===== src/rtl/ct_pkg.sv =====
package ct_pkg;
  localparam int NCUT     = 5;
  localparam int CUT_ENE  = 0;
  localparam int CUT_RNG  = 1;
  localparam int CUT_HIT  = 2;
  localparam int CUT_TIME = 3;
  localparam int CUT_DIR  = 4;
  localparam int TYPE_W   = 3;

  typedef logic [NCUT-1:0] cut_vec_t;

  // keep the two least significant set bits of a mask
  function automatic cut_vec_t clip_two(input cut_vec_t m);
    cut_vec_t first, rest, second;
    first  = m & (~m + cut_vec_t'(1));
    rest   = m & ~first;
    second = rest & (~rest + cut_vec_t'(1));
    return first | second;
  endfunction
endpackage


===== src/rtl/ct_cut_eval.sv =====
module ct_cut_eval
  import ct_pkg::*;
#(
  parameter int EW = 16,
  parameter int PW = 8,
  parameter int TW = 16
) (
  input  logic          clk,
  input  logic          rst,
  input  logic          in_valid,
  input  logic [EW-1:0] gam_energy,
  input  logic [PW-1:0] gam_phi,
  input  logic [PW-1:0] pos_phi,
  input  logic [TW-1:0] gam_time,
  input  logic [TW-1:0] pos_time,
  input  logic          pos_hit,
  input  logic [EW-1:0] cfg_e_thr,
  input  logic [PW-1:0] cfg_phi_lo,
  input  logic [PW-1:0] cfg_phi_hi,
  input  logic [PW-1:0] cfg_dphi_win,
  input  logic [TW-1:0] cfg_dt_win,
  output logic          s1_valid,
  output cut_vec_t      s1_cuts
);
  logic [TW-1:0] dt_abs;
  logic [PW-1:0] dphi_abs;
  cut_vec_t      cuts;

  always_comb begin
    dt_abs   = (gam_time >= pos_time) ? gam_time - pos_time : pos_time - gam_time;
    dphi_abs = (gam_phi >= pos_phi) ? gam_phi - pos_phi : pos_phi - gam_phi;
    cuts           = '0;
    cuts[CUT_ENE]  = gam_energy > cfg_e_thr;
    cuts[CUT_RNG]  = (gam_phi >= cfg_phi_lo) && (gam_phi <= cfg_phi_hi);
    cuts[CUT_HIT]  = pos_hit;
    cuts[CUT_TIME] = dt_abs <= cfg_dt_win;
    cuts[CUT_DIR]  = dphi_abs <= cfg_dphi_win;
  end

  always_ff @(posedge clk) begin
    if (rst) begin
      s1_valid <= 1'b0;
      s1_cuts  <= '0;
    end else begin
      s1_valid <= in_valid;
      s1_cuts  <= in_valid ? cuts : '0;
    end
  end


  ene_cut_chk: assert property (@(posedge clk) disable iff (rst)
    (in_valid && gam_energy <= cfg_e_thr) |=> !s1_cuts[CUT_ENE]);

  hit_cut_chk: assert property (@(posedge clk) disable iff (rst)
    (in_valid && !pos_hit) |=> !s1_cuts[CUT_HIT]);
endmodule


===== src/rtl/ct_prescaler.sv =====
module ct_prescaler #(
  parameter int PSW = 8
) (
  input  logic           clk,
  input  logic           rst,
  input  logic           hit,
  input  logic [PSW-1:0] n,
  output logic           fire
);
  logic [PSW-1:0] cnt;
  logic [PSW:0]   nxt;

  assign nxt  = {1'b0, cnt} + (PSW+1)'(1);
  assign fire = hit && (n != '0) && (nxt >= {1'b0, n});

  always_ff @(posedge clk) begin
    if (rst)
      cnt <= '0;
    else if (hit && n != '0)
      cnt <= fire ? '0 : nxt[PSW-1:0];
  end


  pre_off_chk: assert property (@(posedge clk) disable iff (rst)
    (n == '0) |-> !fire);
endmodule


===== src/rtl/coinc_trig_top.sv =====
module coinc_trig_top
  import ct_pkg::*;
#(
  parameter int EW   = 16,
  parameter int PW   = 8,
  parameter int TW   = 16,
  parameter int PSW  = 8,
  parameter int NDBG = 2
) (
  input  logic                 clk,
  input  logic                 rst,
  input  logic                 in_valid,
  input  logic [EW-1:0]        gam_energy,
  input  logic [PW-1:0]        gam_phi,
  input  logic [PW-1:0]        pos_phi,
  input  logic [TW-1:0]        gam_time,
  input  logic [TW-1:0]        pos_time,
  input  logic                 pos_hit,
  input  logic [EW-1:0]        cfg_e_thr,
  input  logic [PW-1:0]        cfg_phi_lo,
  input  logic [PW-1:0]        cfg_phi_hi,
  input  logic [PW-1:0]        cfg_dphi_win,
  input  logic [TW-1:0]        cfg_dt_win,
  input  logic [PSW-1:0]       cfg_wf_pre,
  input  logic [NDBG*NCUT-1:0] cfg_dbg_mask,
  input  logic [NDBG*PSW-1:0]  cfg_dbg_pre,
  output logic                 trig_valid,
  output logic [TYPE_W-1:0]    trig_type,
  output logic                 rd_status
);
  logic            s1_valid;
  cut_vec_t        s1_cuts;
  logic            norm;
  logic            wf_fire;
  logic [NDBG-1:0] dcand;
  logic [NDBG-1:0] dfire;

  ct_cut_eval #(.EW(EW), .PW(PW), .TW(TW)) u_cuts (
    .clk(clk), .rst(rst), .in_valid(in_valid),
    .gam_energy(gam_energy), .gam_phi(gam_phi), .pos_phi(pos_phi),
    .gam_time(gam_time), .pos_time(pos_time), .pos_hit(pos_hit),
    .cfg_e_thr(cfg_e_thr), .cfg_phi_lo(cfg_phi_lo), .cfg_phi_hi(cfg_phi_hi),
    .cfg_dphi_win(cfg_dphi_win), .cfg_dt_win(cfg_dt_win),
    .s1_valid(s1_valid), .s1_cuts(s1_cuts)
  );

  assign norm = s1_valid && (&s1_cuts);

  ct_prescaler #(.PSW(PSW)) u_wf_pre (
    .clk(clk), .rst(rst), .hit(norm), .n(cfg_wf_pre), .fire(wf_fire)
  );

  for (genvar k = 0; k < NDBG; k++) begin : g_dbg
    cut_vec_t relax;
    assign relax    = clip_two(cfg_dbg_mask[k*NCUT +: NCUT]);
    assign dcand[k] = s1_valid && !norm && (&(s1_cuts | relax));
    ct_prescaler #(.PSW(PSW)) u_dbg_pre (
      .clk(clk), .rst(rst), .hit(dcand[k]),
      .n(cfg_dbg_pre[k*PSW +: PSW]), .fire(dfire[k])
    );
  end

  always_ff @(posedge clk) begin
    if (rst) begin
      trig_valid <= 1'b0;
      trig_type  <= '0;
      rd_status  <= 1'b0;
    end else begin
      trig_valid <= norm || (|dfire);
      rd_status  <= norm || (|dfire);
      trig_type  <= {norm && wf_fire, |dfire, norm};
    end
  end


  lat_two_chk: assert property (@(posedge clk) disable iff (rst)
    trig_valid |-> $past(in_valid, 2));

  type_excl_chk: assert property (@(posedge clk) disable iff (rst)
    $onehot0(trig_type[1:0]));

  wave_norm_chk: assert property (@(posedge clk) disable iff (rst)
    trig_type[2] |-> trig_type[0]);

  idle_zero_chk: assert property (@(posedge clk) disable iff (rst)
    !trig_valid |-> (trig_type == '0 && !rd_status));
endmodule


===== config.mk =====
export PLATFORM = sky130hd
export DESIGN_NAME = coinc_trig_top
export DESIGN_NICKNAME = d
export VERILOG_FILES = /design/src/rtl/ct_pkg.sv /design/src/rtl/ct_cut_eval.sv /design/src/rtl/ct_prescaler.sv /design/src/rtl/coinc_trig_top.sv
export SDC_FILE = /design/constraint.sdc
export NUM_CORES = 1
export LEC_CHECK = 0
export ABC_AREA = 1
export BUFFER_PORTS_ARGS = -buffer_cell sky130_fd_sc_hd__buf_2
export CAP_MARGIN = 20
export CELL_PAD_IN_SITES_DETAIL_PLACEMENT = 0
export CELL_PAD_IN_SITES_GLOBAL_PLACEMENT = 2
export CORE_UTILIZATION = 31
export CTS_CLUSTER_DIAMETER = 100
export DETAILED_ROUTE_END_ITERATION = 16
export PLACE_DENSITY_LB_ADDON = 0.1
export SETUP_SLACK_MARGIN = 0.02
export SLEW_MARGIN = 20
export SYNTH_ARGS = -nofsm -noshare
export SYNTH_HDL_FRONTEND = slang
export SYNTH_SLANG_ARGS = --single-unit

===== constraint.sdc =====
create_clock -name clk -period 7.4 [get_ports clk]
set_clock_uncertainty 0.1 [all_clocks]
set_input_delay 1.11 -clock clk [delete_from_list [all_inputs] [get_ports clk]]
set_output_delay 1.11 -clock clk [all_outputs]
set_load 0.01 [all_outputs]

After elaboration in Yosys (flattened, before gate mapping)
Cells that the tools add are included.

Register bits after elaboration: 34. Bits of input ports: 158. Output and inout bits: 5. Word-level logic and storage cells: 72.

$add $sub $neg: 11. $lt $le $gt $ge: 10. Muxes and demuxes: 5. Bitwise gates (word level): 17. Reduce and logical (&&, ||, !) cells: 22.

Operators by type and width (count): $mux 8 (4); $sub 16x16->16 (2); $and 5x5->5 (6); $not 5->5 (6); $add 8x1->9 const B (3); $ge 9x8->1 (3); $reduce_bool 8->1 (3); $add 5x1->5 const B (4); $or 5x5->5 (4); $ge 16x16->1 (1); $ge 8x8->1 (2); $gt 16x16->1 (1); $le 16x16->1 (1); $le 8x8->1 (2); $mux 16 (1); $sub 8x8->8 (2); $reduce_and 5->1 (3); $logic_and 1x1->1 (12); $reduce_or 2->1 (2); $logic_not 1->1 (1); $logic_or 1x1->1 (1); $not 1->1 (1).

Logic depth before layout (Yosys ltp)
Depth after elaboration: 16. Gate-level depth with buffers: 26. Mapped depth without buffers: 24.

Cells and area by module
From an unflattened synthesis, not the netlist that was laid out.

Cell total of the unflattened synthesis: 1176. Area total of the unflattened synthesis: 7041.8 um2.

By module, submodules not included: ct_cut_eval (instances 1, cells an instance 811, area an instance 4573.1 um2, seq. area each 120.1 um2); ct_prescaler (instances 3, cells an instance 101, area an instance 708.2 um2, seq. area each 160.2 um2); coinc_trig_top (instances 1, cells an instance 62, area an instance 344.1 um2, seq. area each 80.1 um2).

Worst setup path after synthesis
Ideal clock, no wire load.

Kind: input port to flip-flop. Start point: input gam_time[0]. End point: register u_cuts.s1_cuts[3]. Setup time: 0.070 ns. Arrival: 3.487 ns. Required time: 7.230 ns. Path slack: 3.744 ns. Stages: 23. Path buffers: 1. Cell sequence: inv_1 > ha_1 > inv_1 > fa_1 > nand2_1 > nand2_2 > nand2_1 > nand3_1 > nand3_1 > nand3_4 > inv_4 > buf_6 > nand2_1 > nand2_1 > inv_1 > ha_1 > a21oi_1 > nor2_1 > a211oi_1 > o21ai_0 > nand2_1 > nand2_1 > a21oi_1.

Word-level cells in the longest chain between the ends: 3. Elaborated cells between the ends (all ways): 5. Classes of those cells: 2 x add/sub; 2 x order compare; 1 x mux.

Ends and longest elaborated chain: start: declaration (RTL line coinc_trig_top.sv:16) `input logic [TW-1:0] gam_time,`; $sub 16x16->16 or $ge 16x16->1 (tied branches) (RTL line ct_cut_eval.sv:30) `dt_abs = (gam_time >= pos_time) ? gam_time - pos_time : pos_time - gam_time;`; $mux 16 (*) (RTL line ct_cut_eval.sv:30); $le 16x16->1 (*) (RTL line ct_cut_eval.sv:36) `cuts[CUT_TIME] = dt_abs <= cfg_dt_win;`; end signal: assignment (RTL line ct_cut_eval.sv:46) `s1_cuts <= in_valid ? cuts : '0;`; end: declaration (RTL line ct_cut_eval.sv:23) `output cut_vec_t s1_cuts`.

Mark *: on every way between the ends. The rest lies on a longest branch, timed or not. A chain may end at the register's enable or synchronous reset.

Final worst setup path
Start point: input gam_time[9]. End point: register u_cuts.s1_cuts[3].

Same word-level chain as after synthesis.

==> impl_metrics.ini <==
[worst_hold_path]
worstHoldStart = g_dbg[1].u_dbg_pre.cnt[7]$_SDFFE_PP0P_
hold_class = reg -> reg

[sta]
fin_crit_sh_pct = 52.08
timing.fmax_mhz = 259.5
timing.final.hold_violations = 0
setup_repair_after_global_routing_missed_its_margin = no
timing_max_transition_violations_final = 0
maxSlewHeadroom_pct = 45.66
tightestPinTransition_ns = 0.8121
total_of_endpoints_with_negative_setup_slack_in_the_final_report = 0
timing.final.crit_period_ns = 3.854
hold_ws_ns = 0.3970
finalSetupTns_ns = 0

[logic_synthesis]
synth_fp_nets = 1395
synth-edff-count = 0
post_synth.cell_area_avg_um2 = 6.010
synth.distinct_cells = 40
synth_warnings = 0
synthArstFlopShare_pct = 0
area_share_of_the_largest_cell_type_after_synthesis_pct = 24.33
yosys-top-cells-area = sky130_fd_sc_hd__ha_1, sky130_fd_sc_hd__nand2_1, sky130_fd_sc_hd__inv_1
mappedNetlistArea_mm2 = 0.006635
synth_top_cells_by_count = sky130_fd_sc_hd__nand2_1, sky130_fd_sc_hd__inv_1, sky130_fd_sc_hd__ha_1, sky130_fd_sc_hd__a21oi_1, sky130_fd_sc_hd__nor2_1
synth_most_common_cell = sky130_fd_sc_hd__nand2_1
synth.ff_latch_count = 34
netlist_instances = 1104
synth_area_leader_cell = sky130_fd_sc_hd__ha_1
yosysSeqAreaShare_pct = 10.26
synth-main-ff-cell = sky130_fd_sc_hd__dfxtp_1

[clocking]
clock-sinks = 34
numCtsBuffers = 5
cts_post_setup_buffers_inserted = 0
cts.repair.resized = 0
htree_levels = 2
ctsHoldBuffers = 0
cts-root-to-sink-buffers = 2
cts.root.buffer_cell = sky130_fd_sc_hd__clkbuf_16
clkSlewWorstSetupHoldPaths_ns = 0.05
clock_tree_from_tritoncts = built
worstSkewPairLatency_ns = 0.27

[placed_design]
postPlaceCellArea_mm2 = 0.007716
detailed_place_hpwl_um = 15990
globalplace.congestion = 0.8241
io_buffer_count = 162
place.detailed.instances = 1529

[pwr]
internal_power_w = 0.0004907
power.switching_w = 0.0003313
netSwitchingFraction_pct = 40.30
ir_worst_vdd_mv = 0.06486
p_seq_share_pct = 23.0
power_frac_clock_pct = 25.1
p_comb_share_pct = 51.9
power_leakage_nw = 4.786
power_per_cell_area_mw_per_mm2 = 104.5
power.total_w = 0.0008220

[layout]
seqCellArea_um2 = 680.7
fill_cell_instance_count_of_the_final_layout = 2431
layout-area-overhead-vs-synth_pct = 18.56
final-instance-count-excl-fill = 1538
post_route_cells_drive_above_1_share_pct = 14.82
multiInputGateArea_mm2 = 0.004959
finish.net_count = 1552
final_design_area_no_fill_mm2 = 0.007866

[global_route]
grt_pass1_vias = 6521
track_usage_pct = 16.52
antenna_found_initial = 1
grt_max_degree = 20
grt_overflow = 0
grt_pass1_wl_um = 29700

[routing]
drt_pass1_iterations = 11
first_iter_violations = 195
route.final.wire_length_um = 17880
vias_after_detailed_routing = 6869
route.antenna.remaining_nets = 0
routed_wire_length_per_instance_um = 11.62
viasPerCell = 4.466
drt_drc_violations_left = 2

[setup_path]
worstPathBufferInverterCount = 6
startpoint = gam_time[9]
crit_path_top_delay_cell = sky130_fd_sc_hd__ha_1
cp_max_fo = 19
cell_seen_most_often_among_critical_path_stages = sky130_fd_sc_hd__nand2_1
crit_family = simple AND/OR/NAND/NOR gates
reg2reg_setup_slack_ns = 4.73
critPathMaxStageDelay_ns = 0.40
worstSetupStartpointType = input port
critPathArrivalTime_ns = 3.91
worst-setup-path-type = in -> reg
worstPathRequired_ns = 7.45
cp_cell_instances = buf_2 > inv_1 > ha_1 > inv_1 > o21bai_1 > nand2_1 > nand3_1 > a21oi_1 > nand3_4 > inv_4 > nand2_1 > nand2_1 > inv_1 > ha_1 > nand2_1 > inv_1 > nand3_1 > nor3_1 > nand2_1 > nand2_1 > a21oi_1
reg2reg_from = g_dbg[1].u_dbg_pre.cnt[0]$_SDFFE_PP0P_
crit_path_capture_type = register

[run_status]
outcome = finished, violations left
failed_checks = DRC

[floorplan]
start_util_pct = 31.56
core_mm2 = 0.02102
fp.dieArea_mm2 = 0.02199
die_h_um = 148.3
num_io_pins = 163
rows = 53
die_x_um = 148.3

[job]
maxCapViolations = 0
==> tightest hold or removal path, stage by stage, from the launching register on <==
cell,delay [ns]
sky130_fd_sc_hd__dfxtp_1,0.33
sky130_fd_sc_hd__nand2_1,0.07
sky130_fd_sc_hd__a21oi_1,0.06
==> cell families after synthesis <==
family	share of synthesized area (%)
simple gates	29.93
buf+inv	15.01
compound gates	13.60
fa+ha+maj	25.53
xor+xnor	5.676
flops	10.26
==> metal layers <==
layer	vias up	GRT usage, %	wire [um]
met3	4	1.779	779
met5	-	0	0
met2	128	29.79	8424
li1	3789	-	-
met4	0	1.701	31
met1	2948	21.65	8639
==> layout make-up <==
cell class | count | area share, %
sequential | 34 | 8.653
tap | 275 | 4.374
multi-input combinational | 813 | 63.03
clock buffer | 7 | 1.813
clock inverter | 1 | 0.06362
timing repair buffer | 162 | 10.31
antenna | 1 | 0.03181
inverter | 245 | 11.72
==> path summary, 6_finish.rpt <==
kind,end,depth (start not counted)
hold reg to reg,g_dbg[1].u_dbg_pre.cnt[7]$_SDFFE_PP0P_,2
setup / recovery,u_cuts.s1_cuts[3]$_SDFF_PP0_,21
setup reg to reg,g_dbg[1].u_dbg_pre.cnt[4]$_SDFFE_PP0P_,15
hold / removal,g_dbg[1].u_dbg_pre.cnt[7]$_SDFFE_PP0P_,2
==> cells in the final DEF, fill, tap and decap left out, drive strengths merged <==
cell type	instances
a211oi	1
a21boi	1
a21o	6
a21oi	95
a31oi	1
buf	162
clkbuf	7
clkinv	1
dfxtp	34
diode	1
fa	4
ha	129
inv	245
nand2	289
nand3	50
nand3b	2
nand4	22
nor2	90
nor3	8
nor4	4
o2111ai	1
o211ai	4
o21a	4
o21ai	44
o21bai	6
o221ai	2
o31a	1
or2	6
xnor2	4
xor2	39
==> through the flow <==
step,setup slack (ns),utilization [%]
final,3.546,37.42
after global placement,3.289,36.71
after global routing,3.085,37.41
after detailed placement,3.236,36.71
after CTS,3.500,37.41
after floorplan,3.744,-
==> sequential cells by signal (all words and copies together) (netlist names) <==
register             count
u_cuts.s1_cuts           5
trig_type                3
rd_status                1
g_dbg.u_dbg_pre.cnt     16
u_wf_pre.cnt             8
u_cuts.s1_valid          1
==> power by group through the flow <==
stage               Clock [W]  Combinational (W)  Sequential [W]
finish               0.000206           0.000427        0.000189
global route         0.000218           0.000503        0.000189
CTS                  0.000213           0.000436        0.000189
detailed placement          0           0.000434        0.000193
global placement            0           0.000437        0.000193
floorplan                   0           0.000302        0.000191
Note: power is estimated with default switching activity, not from simulation.
